`src/rtl/ucnt_pkg.sv`:
```
package ucnt_pkg;
    typedef enum logic {
        DIR_DOWN = 1'b0,
        DIR_UP   = 1'b1
    } dir_e;
endpackage

```
`src/rtl/ucnt_term.sv`:
```
module ucnt_term
    import ucnt_pkg::*;
#(
    parameter int NW = 4
) (
    input  logic [NW-1:0] cnt,
    input  logic          up,
    output logic          term
);
    dir_e dir;

    always_comb begin
        dir  = dir_e'(up);
        // Last value before a wrap in the present direction.
        term = (dir == DIR_UP) ? (&cnt) : ~(|cnt);
    end
endmodule

```
`src/rtl/ucnt_nibble.sv`:
```
module ucnt_nibble #(
    parameter int NW = 4
) (
    input  logic          clk,
    input  logic          clear,
    input  logic          cnt_en,
    input  logic          ld_en,
    input  logic          up,
    input  logic [NW-1:0] ld_val,
    output logic [NW-1:0] cnt_q,
    output logic          term
);
    typedef struct packed {
        logic [NW-1:0] cnt;
    } nib_state_t;

    nib_state_t st_d, st_q;

    always_comb begin
        st_d = st_q;
        if (ld_en) begin
            st_d.cnt = ld_val;
        end else if (cnt_en) begin
            st_d.cnt = up ? (st_q.cnt + 1'b1) : (st_q.cnt - 1'b1);
        end
    end

    always_ff @(posedge clk or posedge clear) begin
        if (clear) begin
            st_q <= '0;
        end else begin
            st_q <= st_d;
        end
    end

    assign cnt_q = st_q.cnt;

    ucnt_term #(.NW(NW)) u_term (
        .cnt  (st_q.cnt),
        .up   (up),
        .term (term)
    );

    // R3 at stage level: a load strobe always wins over counting.
    a_r3_nib_load: assert property (@(posedge clk) disable iff (clear)
        ld_en |=> cnt_q == $past(ld_val));

    // R2 at stage level: no strobe, no change.
    a_r2_nib_hold: assert property (@(posedge clk) disable iff (clear)
        (!ld_en && !cnt_en) |=> $stable(cnt_q));
endmodule

```
`src/rtl/updown_cascade.sv`:
```
module updown_cascade #(
    parameter int NIB_W = 4,
    parameter int NIB_N = 2
) (
    input  logic                   clk,
    input  logic                   clear,
    input  logic                   enable,
    input  logic                   load,
    input  logic                   up,
    input  logic [NIB_W*NIB_N-1:0] v,
    output logic [NIB_W*NIB_N-1:0] q,
    output logic                   rco
);
    localparam int TOT_W = NIB_W * NIB_N;

    logic [NIB_N:0]   chain_en;
    logic [NIB_N-1:0] stage_term;
    logic             ld_all;

    assign ld_all      = enable & load;
    assign chain_en[0] = enable;

    for (genvar g = 0; g < NIB_N; g++) begin : g_stage
        ucnt_nibble #(.NW(NIB_W)) u_nib (
            .clk    (clk),
            .clear  (clear),
            .cnt_en (chain_en[g]),
            .ld_en  (ld_all),
            .up     (up),
            .ld_val (v[g*NIB_W +: NIB_W]),
            .cnt_q  (q[g*NIB_W +: NIB_W]),
            .term   (stage_term[g])
        );
        assign chain_en[g+1] = chain_en[g] & stage_term[g];
    end

    assign rco = ~clear & chain_en[NIB_N];

    a_r1_clear_zero: assert property (@(posedge clk)
        clear |-> (q == '0 && rco == 1'b0));

    a_r2_hold: assert property (@(posedge clk) disable iff (clear)
        !enable |=> $stable(q));

    a_r3_load: assert property (@(posedge clk) disable iff (clear)
        (enable && load) |=> q == $past(v));

    a_r4_count_up: assert property (@(posedge clk) disable iff (clear)
        (enable && !load && up) |=> q == TOT_W'($past(q) + 1'b1));

    a_r5_count_down: assert property (@(posedge clk) disable iff (clear)
        (enable && !load && !up) |=> q == TOT_W'($past(q) - 1'b1));

    a_r6_rco_at_top: assert property (@(posedge clk) disable iff (clear)
        (enable && up && q == '1) |-> rco);

    a_r7_rco_at_zero: assert property (@(posedge clk) disable iff (clear)
        (enable && !up && q == '0) |-> rco);

    a_r7_rco_only_terminal: assert property (@(posedge clk) disable iff (clear)
        rco |-> (enable && (up ? (q == '1) : (q == '0))));

    a_r8_wrap_up: assert property (@(posedge clk) disable iff (clear)
        (enable && !load && up && q == '1) |=> q == '0);

    a_r8_wrap_down: assert property (@(posedge clk) disable iff (clear)
        (enable && !load && !up && q == '0) |=> q == '1);

    a_r9_high_moves_on_carry: assert property (@(posedge clk) disable iff (clear)
        (enable && !load && q[NIB_W-1:0] != (up ? {NIB_W{1'b1}} : {NIB_W{1'b0}}))
        |=> $stable(q[TOT_W-1:NIB_W]));
endmodule

```
`config.mk`:
```
export PLATFORM = sky130hd
export DESIGN_NAME = updown_cascade
export DESIGN_NICKNAME = d
export VERILOG_FILES = /design/src/rtl/ucnt_pkg.sv /design/src/rtl/ucnt_term.sv /design/src/rtl/ucnt_nibble.sv /design/src/rtl/updown_cascade.sv
export SDC_FILE = /design/constraint.sdc
export NUM_CORES = 1
export LEC_CHECK = 0
export BUFFER_PORTS_ARGS = -buffer_cell sky130_fd_sc_hd__buf_4
export CAP_MARGIN = 5
export CORE_UTILIZATION = 40
export CTS_BUF_LIST = sky130_fd_sc_hd__clkbuf_8
export DETAILED_ROUTE_END_ITERATION = 7
export GPL_TIMING_DRIVEN = 0
export PLACE_DENSITY = 0.66
export SYNTH_ARGS = -nofsm -noshare
export SYNTH_HDL_FRONTEND = slang
export SYNTH_SLANG_ARGS = --single-unit
```
`constraint.sdc`:
```
create_clock -name clk -period 2 [get_ports clk]
set_clock_uncertainty 0.15 [all_clocks]
set_input_delay 0.3 -clock clk [delete_from_list [all_inputs] [get_ports clk]]
set_output_delay 0.3 -clock clk [all_outputs]
set_load 0.02 [all_outputs]
```
======== Yosys cells after proc, flatten, opt, wreduce, memory -nomap -nowiden ========
Cells that the tools add are included.
storage, ports and cells
  ROM bits ................................ 0
  bits in writable memories ............... 0
  output and inout bits ................... 9
  memories ................................ 0
  word-level logic and storage cells ...... 27
  bits in latches ......................... 0
  input bits .............................. 13
  bits in registers ....................... 8
cells by class
  shift-type cells ........................ 0
  multiplexer cells ....................... 8
  bitwise operators ....................... 7
  divide/modulo/power cells ............... 0
  multipliers ............................. 0
  eq/ne operators ......................... 0
  add/sub/neg operators ................... 4
  magnitude comparators ................... 0
  reduce and logical (&&, ||, !) cells .... 6
operators with widths
  cell                                              count
  two-way mux 4 bit                                 6
  adder 4 x 1 -> 4 bit, second input constant       2
  AND reduction 4 bit                               2
  OR reduction 4 bit                                2
  subtractor 4 x 1 -> 4 bit, second input constant  2
  AND 1 bit                                         4
  nonzero test 2 bit                                2
  NOT 1 bit                                         3
  two-way mux 1 bit                                 2

======== Logic depth before layout (Yosys ltp) ========
  word-level depth ........................ 6
  gate-level depth with buffers ........... 7
  gate-level depth less buffers ........... 6

======== Modules after synthesis ========
Synthesis repeated with hierarchy kept, for this count alone.
second synthesis, totals
  cells, all modules ...................... 73
  area, all modules ....................... 730.7 um^2
by module, submodules not included
  module          instances  area each (um^2)  seq. area each (um^2)  cells an instance
  ucnt_nibble     2          330.3             100.1                  32
  ucnt_term       2          23.8              0.0                    3
  updown_cascade  1          22.5              0.0                    3

======== Worst setup path before layout ========
No wires, ideal clock.
  kind .................................... register -> output
  start point ............................. reg g_stage[0].u_nib.st_q, in the netlist g_stage[0].u_nib.cnt_q[0]
  end point ............................... out rco
  buffers on the path ..................... 0
  path slack .............................. -0.324 ns
  cell stages (with the launch flop) ...... 5
  data required time ...................... 1.550 ns
  arrival time ............................ 1.874 ns
  cells stage by stage .................... dfrtp_1 or4_4 o22ai_4 nand2_4 nor3_1
on the way
  word-level cells in the longest chain between the ends .. 6
  elaborated cells between the ends (all ways) .. 7
  those cells by class .................... mux: 1; bitwise: 4; reduce/logical: 2
RTL lines
  element                    RTL line              RTL
  start: declaration         ucnt_nibble.sv:17     nib_state_t st_d, st_q;
  start signal: assignment   ucnt_nibble.sv:32     st_q <= st_d;
  OR reduction 4 bit         ucnt_term.sv:15       term = (dir == DIR_UP) ? (&cnt) : ~(|cnt);
  NOT 1 bit                  ucnt_term.sv:15
  two-way mux 1 bit *        ucnt_term.sv:15
  AND 1 bit * (2 in series)  updown_cascade.sv:34  assign chain_en[g+1] = chain_en[g] & stage_term[g];
  AND 1 bit *                updown_cascade.sv:37  assign rco = ~clear & chain_en[NIB_N];
  end: declaration           updown_cascade.sv:12  output logic rco
Mark *: on every way between the ends. The rest lies on a longest branch, timed or not.

======== Final worst setup path ========
  start point ............................. reg g_stage[0].u_nib.st_q, in the netlist g_stage[0].u_nib.cnt_q[2]
  end point ............................... out rco
The elaborated chain is that of the path after synthesis.

==> results.cfg <==
[cts]
cts_tree = built
path_clk_slew_ns = 0.04
numCtsBuffers = 3
clk_path_buf_depth = 2
cts_root_buffer = clkbuf_8
worstSkewPairLatency_ns = 0.23
h-tree-depth = 1
clkSinkCount = 8

[global_routing]
antenna_found_initial = 0
grt-ovfl-total = 0
grt_max_degree = 11
grt_usage = 0.216
grt_pass1_vias = 742
grt_pass1_wl_um = 3130

[place]
dp_hpwl_um = 1320
io_buffers = 19
place_inst = 122
gp_congestion = 0.793
dp_slack_ns = -0.201
place_area_um2 = 927

[pwr]
power_density_nw_per_um2 = 849
p_leak_nw = 0.477
ir_worst_vdd_mv = 0.516

[routing]
viasPerCell = 5.43
first_pass_iters = 4
ant_nets = 0
drc = 0
vias = 717
avgRoutedWirePerCell_um = 13.6
wl_um = 1800
drtIter0Drc = 10

[timing]
drv_slew = 0
timing_hold_violations_final = 0
tns_ns = -0.112
fmax_ghz = 0.473
rsz0062_at_grt = true
setup_viol = 1
tightest_slew_ns = 0.510
maxSlewHeadroom = 0.660
timing.final.crit_share = 1.06
setup_ws_ns = -0.112
finalCriticalPeriod_ns = 2.11

[yosys]
synth_compound_area_frac = 0.271
synth_warnings = 0
netlist.top_cell.by_area = dfrtp_1
synth.area.mux_share = 0.0288
ys.flop_type = dfrtp_1
synth_area_um2 = 739
synth_fa_ha_area_frac = 0.122
synth-async-reset-ratio = 1.00
synth_top_area_frac = 0.271
yosysSeqAreaShare = 0.271
synthTopCellsByCount = dfrtp_1, inv_1, a21oi_1, nor2_1
synthTopCellsByArea = dfrtp_1, ha_1, fa_1
synth-simple-area-share = 0.208
synth_edf_count = 0
synth_most_common_cell = dfrtp_1
syn-mean-instance-area_um2 = 9.48
synthXorXnorAreaFrac = 0.0355
syn_nets = 97
postSynthCellCount = 78
ys_types = 39
synth_top_family_by_area = compound AO/OA/AOI/OAI gates
ys_ff_latch = 8

[floorplan]
start_util = 0.428
core_area_um2 = 1730
die_y_um = 45.0
rows = 15
io-pin-count = 22
die_area_um2 = 2020
die_w_um = 45.0

[setup_path]
crit_buf_inv = 1
slowest_delay_ns = 0.52
cp.required_ns = 1.55
critical_path_class = register to output port
end_kind = output port
worstSetupStartpointType = register
cp_max_fo = 2
cp_data_arrival_time_ns = 1.66
path_cells = or4_4, o22ai_4, nand2_4, nor3_4, buf_6
path_delay_family = simple AND/OR/NAND/NOR gates
crit_path_top_delay_cell = or4_4

[status]
status = complete, but fails checks
violations = setup timing

[cells_and_area]
largest_reg_flops = 8
instances_no_fill = 132
diodes = 0
final_area_um2 = 1030
syn2layout_area_growth_pct = 38.9
final_util = 0.595
nFillCells = 165
drive_gt1_frac = 0.421
nNetsFinal = 127

[worst_hold_path]
worstHoldPathType = input pin to register

[job]
max-cap-violations = 0
-- report_power, final --
group	internal [mW]	switching, mW	total [mW]
sequential	0.200	0.0545	0.254
combinational	0.204	0.210	0.414
clock	0.133	0.0699	0.203
-- cell families (layout without fill, tap and decap cells) --
kind of cell / after synthesis / after routing
xor+xnor: 3 / 3
simple gates: 26 / 26
buf+inv: 11 / 40
flops: 8 / 8
mux: 2 / 2
compound gates: 22 / 22
fa+ha+maj: 6 / 6
-- placed cells by master, fill, tap and decap left out, types with 3 or more instances in the layout --
| master | n |
|---|---|
| nand3_1 | 4 |
| buf_4 | 23 |
| a21oi_1 | 4 |
| dfrtp_1 | 6 |
| ha_1 | 4 |
| clkbuf_8 | 3 |
| nand2_1 | 4 |
| nor2_1 | 5 |
| inv_1 | 7 |
-- layout make-up --
| class | instances | area (um2) | area share |
|---|---|---|---|
| flip-flops and latches | 8 | 203 | 0.197 |
| inverters | 6 | 22.5 | 0.0219 |
| clock buffers | 3 | 41.3 | 0.0402 |
| plain buffers | 5 | 25.0 | 0.0244 |
| well taps | 25 | 31.3 | 0.0305 |
| repair buffers | 25 | 194 | 0.189 |
| clock inverters | 1 | 3.75 | 0.00365 |
| multi-input cells | 59 | 507 | 0.493 |
-- worst min-delay path, delay by kind of cell --
family | cells | cell delay, ns
compound gates | 2 | 0.13
buf+inv | 1 | 0.08
-- stage by stage --
stage	total power, mW	hold slack, ns
after floorplan	0.510	-0.0345
after global placement	0.630	0.140
after detailed placement	0.639	0.146
after CTS	0.873	0.167
after global routing	0.931	0.193
final	0.872	0.168
-- per-layer routing --
metal	vias to the layer above	track usage	routed length, um
met5	-	0	0
met4	0	0.0909	36
met1	339	0.258	767
li1	348	-	-
met2	24	0.362	913
met3	6	0.0600	82
-- timing repair --
item                       4_1_cts  5_1_grt
setup endpoints to repair        1        2
gates resized for setup          1        1
pin swaps                        4        2
buffers inserted                 5        0
hold buffers                     1        0
hold endpoints to repair         8        0
-- path summary, 6_finish.rpt --
| path | startpoint | endpoint | slack [ns] | depth (start not counted) |
|---|---|---|---|---|
| setup / recovery | g_stage[0].u_nib.cnt_q[2] | rco | -0.11 | 5 |
| hold / removal | v[0] | g_stage[0].u_nib.cnt_q[0] | 0.17 | 3 |
| setup reg to reg | g_stage[0].u_nib.cnt_q[2] | g_stage[0].u_nib.cnt_q[3] | 0.04 | 6 |
| hold reg to reg | g_stage[0].u_nib.cnt_q[2] | g_stage[0].u_nib.cnt_q[2] | 0.50 | 2 |
| max in group asynchronous | clear | g_stage[0].u_nib.cnt_q[0] | 0.98 | 3 |
| min in group asynchronous | clear | g_stage[1].u_nib.cnt_q[2] | 0.45 | 3 |
Note: power is estimated with default switching activity, not from simulation.
